### src/rtl/cdt_pkg.sv
package cdt_pkg;
  localparam int SHIFT_W  = 3;
  localparam int MASK_BIT = 16;
  localparam int MODE_BIT = 17;

  // divider field -> prescale shift (bits 3,1,0 rearranged, plus one, wraps)
  function automatic logic [SHIFT_W-1:0] div_field_to_shift(input logic [3:0] cfg);
    logic [SHIFT_W-1:0] code;
    code = {cfg[3], cfg[1:0]};
    return code + SHIFT_W'(1);
  endfunction

  // compare value of the phase counter for a given shift
  function automatic logic [(1<<SHIFT_W)-2:0] phase_limit(input logic [SHIFT_W-1:0] sh);
    return ~({((1<<SHIFT_W)-1){1'b1}} << sh);
  endfunction
endpackage

### src/rtl/cdt_prescaler.sv
module cdt_prescaler
  import cdt_pkg::*;
(
  input  logic               clk,
  input  logic               rst_n,
  input  logic               tick_en,
  input  logic               restart,
  input  logic               ld_shift,
  input  logic [SHIFT_W-1:0] new_shift,
  output logic               ptick
);
  localparam int PH_W = (1 << SHIFT_W) - 1;

  logic [SHIFT_W-1:0] shift_q;
  logic [PH_W-1:0]    phase_q;
  logic [PH_W-1:0]    lim;

  assign lim   = phase_limit(shift_q);
  assign ptick = tick_en && (phase_q == lim);

  always_ff @(posedge clk) begin
    if (!rst_n) begin
      shift_q <= '0;
      phase_q <= '0;
    end else begin
      if (ld_shift) shift_q <= new_shift;
      if (restart)      phase_q <= '0;
      else if (tick_en) phase_q <= ptick ? '0 : phase_q + PH_W'(1);
    end
  end

  AST_RESTART_PHASE: assert property (@(posedge clk) disable iff (!rst_n)
    (restart && !ld_shift) |=> (ptick == (tick_en && shift_q == '0)));
endmodule

### src/rtl/cdt_counter.sv
module cdt_counter #(
  parameter int CNT_W = 32
) (
  input  logic             clk,
  input  logic             rst_n,
  input  logic             ptick,
  input  logic             load,
  input  logic [CNT_W-1:0] load_val,
  input  logic             periodic,
  output logic [CNT_W-1:0] cur,
  output logic             expire
);
  logic [CNT_W-1:0] cur_q;
  logic [CNT_W-1:0] start_q;
  logic             spent_q;
  logic             at_zero;

  assign at_zero = (cur_q == '0);
  assign expire  = ptick && !load && at_zero && (start_q != '0) &&
                   (periodic || !spent_q);
  assign cur     = cur_q;

  always_ff @(posedge clk) begin
    if (!rst_n) begin
      cur_q   <= '0;
      start_q <= '0;
      spent_q <= 1'b0;
    end else if (load) begin
      cur_q   <= load_val;
      start_q <= load_val;
      spent_q <= 1'b0;
    end else if (ptick) begin
      if (!at_zero)                         cur_q <= cur_q - CNT_W'(1);
      else if (periodic && start_q != '0)   cur_q <= start_q;
      if (expire && !periodic)              spent_q <= 1'b1;
    end
  end

  AST_LOAD_SEEN: assert property (@(posedge clk) disable iff (!rst_n)
    load |=> (cur_q == $past(load_val)));
  AST_IDLE_HOLD: assert property (@(posedge clk) disable iff (!rst_n)
    (!ptick && !load) |=> $stable(cur_q));
  AST_ONESHOT_FLOOR: assert property (@(posedge clk) disable iff (!rst_n)
    (!periodic && at_zero && !load) |=> (cur_q == '0));
  AST_PERIOD_RELOAD: assert property (@(posedge clk) disable iff (!rst_n)
    (expire && periodic) |=> (cur_q == start_q));
  AST_ZERO_SILENT: assert property (@(posedge clk) disable iff (!rst_n)
    (load && load_val == '0) |=> !expire);
endmodule

### src/rtl/cdt_ctrl.sv
module cdt_ctrl
  import cdt_pkg::*;
#(
  parameter int DATA_W = 32,
  parameter int VEC_W  = 8
) (
  input  logic              clk,
  input  logic              rst_n,
  input  logic              wr_ctl,
  input  logic [DATA_W-1:0] wr_data,
  input  logic              expire,
  output logic              masked,
  output logic              periodic,
  output logic              irq_pulse,
  output logic [VEC_W-1:0]  irq_vector
);
  localparam logic [DATA_W-1:0] CTL_RST = DATA_W'(1) << MASK_BIT;

  logic [DATA_W-1:0] ctl_q;
  logic              pulse_q;
  logic [VEC_W-1:0]  vec_q;

  assign masked     = ctl_q[MASK_BIT];
  assign periodic   = ctl_q[MODE_BIT];
  assign irq_pulse  = pulse_q;
  assign irq_vector = vec_q;

  always_ff @(posedge clk) begin
    if (!rst_n) begin
      ctl_q   <= CTL_RST;
      pulse_q <= 1'b0;
      vec_q   <= '0;
    end else begin
      if (wr_ctl) ctl_q <= wr_data;
      pulse_q <= expire && !masked;
      if (expire) vec_q <= ctl_q[VEC_W-1:0];
    end
  end

  AST_PULSE_ONE_CLK: assert property (@(posedge clk) disable iff (!rst_n)
    irq_pulse |=> !irq_pulse);
  AST_MASK_QUIET: assert property (@(posedge clk) disable iff (!rst_n)
    irq_pulse |-> !$past(masked));
  AST_VEC_MATCH: assert property (@(posedge clk) disable iff (!rst_n)
    (expire && !wr_ctl) |=> (irq_vector == ctl_q[VEC_W-1:0]));
endmodule

### src/rtl/irq_countdown_timer.sv
module irq_countdown_timer
  import cdt_pkg::*;
#(
  parameter int CNT_W = 32,
  parameter int VEC_W = 8
) (
  input  logic             clk,
  input  logic             rst_n,
  input  logic             tick_en,
  input  logic             wr_start,
  input  logic             wr_div,
  input  logic             wr_ctl,
  input  logic [CNT_W-1:0] wr_data,
  output logic [CNT_W-1:0] cur_count,
  output logic             irq_pulse,
  output logic [VEC_W-1:0] irq_vector
);
  logic               ptick;
  logic               expire;
  logic               masked;
  logic               periodic;
  logic [SHIFT_W-1:0] new_shift;

  assign new_shift = div_field_to_shift(wr_data[3:0]);

  cdt_prescaler u_pre (
    .clk       (clk),
    .rst_n     (rst_n),
    .tick_en   (tick_en),
    .restart   (wr_start || wr_div),
    .ld_shift  (wr_div),
    .new_shift (new_shift),
    .ptick     (ptick)
  );

  cdt_counter #(.CNT_W(CNT_W)) u_cnt (
    .clk      (clk),
    .rst_n    (rst_n),
    .ptick    (ptick),
    .load     (wr_start),
    .load_val (wr_data),
    .periodic (periodic),
    .cur      (cur_count),
    .expire   (expire)
  );

  cdt_ctrl #(.DATA_W(CNT_W), .VEC_W(VEC_W)) u_ctl (
    .clk        (clk),
    .rst_n      (rst_n),
    .wr_ctl     (wr_ctl),
    .wr_data    (wr_data),
    .expire     (expire),
    .masked     (masked),
    .periodic   (periodic),
    .irq_pulse  (irq_pulse),
    .irq_vector (irq_vector)
  );

  AST_NO_FIRE_ON_WRITE: assert property (@(posedge clk) disable iff (!rst_n)
    wr_start |=> !irq_pulse);
endmodule

### config.mk
export PLATFORM = sky130hd
export DESIGN_NAME = irq_countdown_timer
export DESIGN_NICKNAME = d
export VERILOG_FILES = /design/src/rtl/cdt_pkg.sv /design/src/rtl/cdt_prescaler.sv /design/src/rtl/cdt_counter.sv /design/src/rtl/cdt_ctrl.sv /design/src/rtl/irq_countdown_timer.sv
export SDC_FILE = /design/constraint.sdc
export NUM_CORES = 1
export LEC_CHECK = 0
export BUFFER_PORTS_ARGS = -buffer_cell sky130_fd_sc_hd__buf_4
export CORE_ASPECT_RATIO = 0.6
export CORE_MARGIN = 5
export CORE_UTILIZATION = 45
export CTS_CLUSTER_SIZE = 28
export DETAILED_ROUTE_END_ITERATION = 12
export GPL_TIMING_DRIVEN = 0
export PLACE_DENSITY_LB_ADDON = 0.3
export SYNTH_ARGS = -nofsm -noshare
export SYNTH_HDL_FRONTEND = slang
export SYNTH_HIERARCHICAL = 1
export SYNTH_SLANG_ARGS = --single-unit
export TNS_END_PERCENT = 1
### constraint.sdc
create_clock -name clk -period 2.5 [get_ports clk]
set_input_delay 0.25 -clock clk [delete_from_list [all_inputs] [get_ports clk]]
set_output_delay 0.25 -clock clk [all_outputs]
set_load 0.005 [all_outputs]
==> flow_metrics.tcl <==
set metrics [dict create \
    root_buffer "clkbuf_16" \
    antenna_cells 0 \
    dr.first_iter.drc_count 854 \
    crit_fanout 6 \
    post-route-min-period_ns 2.505 \
    synth-async-reset-ratio_pct 0 \
    synth_nets 615 \
    drt_wl_total_um 17500 \
    fp.dieArea_um2 13550 \
    gr-usage-all-layers_pct 24.96 \
    report.final.slew_viol_count 0 \
    initial_utilization_pct 45.43 \
    grt_max_degree 19 \
    via_count 5085 \
    reg2regPathDepth 7 \
    nets 719 \
    tightestPinTransition_ns 0.8233 \
    die_y_um 92.18 \
    setup_viol 2 \
    fin_util_pct 58.84 \
    drc 0 \
    cts.clk_slew.worst_paths_ns 0.07 \
    clock_latency_ns 0.35 \
    cts_tree "yes" \
    syn_area_um2 5065 \
    p_per_area_nw_per_um2 623.7 \
    dp.cells 794 \
    max_slew_margin_pct 45.11 \
    fin_cells 826 \
    min_path_cells 3 \
    cts_buffer_depth 2 \
    die_w_um 147.0 \
    drive_above_1_share_pct 26.39 \
    worst_clock_skew_ns 0.008052 \
    yosys_warnings 6 \
    critPathKind "register to register" \
    arrival_ns 2.78 \
    drt.antenna.violating_nets 0 \
    core_area_um2 11150 \
    worst_slack_ns -0.005408 \
    areaGrowthSynthToFinish_pct 29.52 \
    cp.required_ns 2.77 \
    peakVddDrop_v 0.0004281 \
    min_path_type "primary input to register" \
    cp-start-kind "register" \
    antenna_found_initial 0 \
    design.portCount 79 \
    seq_area_frac_synth_pct 37.15 \
    final_common_cell "buf_4" \
    synth_ff_type "dfxtp_1" \
    rows 30 \
    fin_setup_tns_ns -0.009419 \
    p_leak_nw 2.630 \
    end_kind "register" \
    first_global_vias 4787 \
    final_cell_mix "97 x buf_4, 88 x dfxtp_1, 46 x nand2_1, 42 x mux2i_1, 41 x nor2b_1" \
    final.period_utilization_pct 100.2 \
    viasPerCell 6.156 \
    hpwlAfterDp_um 12360 \
    portBuffers 77 \
    routedWlPerCell_um 21.19 \
    htreeDepth 3 \
    max_cap_viol_count 0 \
    cts_sinks 94 \
    netlist_instances 573 \
    synth_edf_count 0 \
    drt_pass1_iterations 6 \
    yosys.area.top_type "dfxtp_1" \
    status "finished, violations left" \
    hold_viol_final 0 \
    ys_types 65 \
    ys_seq_elements 94 \
    rsz0062_at_grt "true" \
    pre_cts_ws_ns -0.6741 \
    cts_made_buffers 9 \
    clock.fmax_mhz 399.1 \
    grt_pass1_wl_um 26590 \
    violations "negative setup slack" \
    ys_top_cells_by_area "dfxtp_1 37%, mux2i_1 8.3%, nor2b_1 5.2%" \
    gp_congestion 0.9556 \
    synth_area_per_cell_um2 8.839 \
    synth_top_area_share_pct 37.15 \
    grt-ovfl-total 0 \
]
[metrics by stage]
step / hold WS (ns) / total power [mW] / area, um^2
floorplan: 0.3767 / 2.182 / 5067
global placement: 0.4483 / 2.469 / 5826
detailed placement: 0.4529 / 2.495 / 5826
CTS: 0.1499 / 4.037 / 6374
global route: 0.1726 / 4.249 / 6560
finish: 0.1600 / 4.092 / 6560
[registers in the layout, summed over array words and instances (netlist names)]
signal,flops
u_ctl/irq_pulse,1
u_cnt/start_q,32
u_ctl/ctl_q,10
u_ctl/irq_vector,8
u_cnt/cur,32
u_cnt/spent_q,1
u_pre/phase_q,7
u_pre/shift_q,3
[final cells by class]
type,count,area [um^2]
sequential,94,1897
buffer,41,250.2
multi-input combinational,427,3167
timing repair buffer,95,716.9
fill,947,4588
clock inverter,6,86.33
tap,144,180.2
inverter,9,33.78
clock buffer,10,229.0
[cells by family (layout without fill, tap and decap cells)]
kind of cell	count (synthesis)	count (layout)	synth area share, %
simple gates	228	228	26.01
compound gates	124	124	17.74
flops	94	94	37.15
buf+inv	52	161	4.792
mux	42	42	8.300
xor+xnor	29	29	5.015
fa+ha+maj	4	4	0.9882
[cells in the mapped netlist, drive strengths merged (13+ instances only)]
| cell type | n |
|---|---|
| dfxtp | 94 |
| nand2 | 46 |
| mux2i | 42 |
| nor2b | 42 |
| nor2 | 34 |
| clkbuf | 28 |
| nor4 | 25 |
| o21ai | 21 |
| nor3 | 19 |
| a21boi | 17 |
| xnor2 | 16 |
| a31oi | 15 |
| buf | 15 |
| xor2 | 13 |
[per-layer routing]
layer | global-route usage [%] | vias to the layer above | routed length, um
met5 | 0 | - | 0
met4 | 7.132 | 0 | 316
li1 | - | 2306 | -
met3 | 9.481 | 45 | 2570
met1 | 36.39 | 2397 | 7484
met2 | 33.74 | 337 | 7129
[critical path, cell delays in order (launching register included)]
cell and delay, ns:
dfxtp_4 0.37, or4_4 0.58, or4b_4 0.51, buf_6 0.16, nor4_4 0.23, xnor2_1 0.10
a211o_1 0.30, a31oi_1 0.17
[power breakdown]
| part | internal [mW] | switching (mW) | total (mW) |
|---|---|---|---|
| Combinational | 0.413 | 0.473 | 0.886 |
| Clock | 0.875 | 0.604 | 1.48 |
| Sequential | 1.59 | 0.139 | 1.73 |
| Total | 2.88 | 1.22 | 4.09 |
[final timing paths]
kind	startpoint	end	slack, ns
setup / recovery	u_cnt/cur[20]$_SDFFE_PN0P_	u_cnt/cur[31]$_SDFFE_PN0P_	-0.005
setup reg to reg	u_cnt/cur[20]$_SDFFE_PN0P_	u_cnt/cur[31]$_SDFFE_PN0P_	-0.005
hold reg to reg	u_ctl/ctl_q[16]$_SDFFE_PN1P_	u_ctl/ctl_q[16]$_SDFFE_PN1P_	0.47
hold / removal	wr_data[16]	u_ctl/ctl_q[16]$_SDFFE_PN1P_	0.16
[timing repair]
item	4_1_cts	5_1_grt
hold buffers	0	0
endpoints found under the hold margin	0	0
setup buffers	7	10
gates resized for setup	49	32
gates cloned	1	0
pin swaps	6	10
setup endpoints to repair	42	39
(Power assumes the default switching activity.)
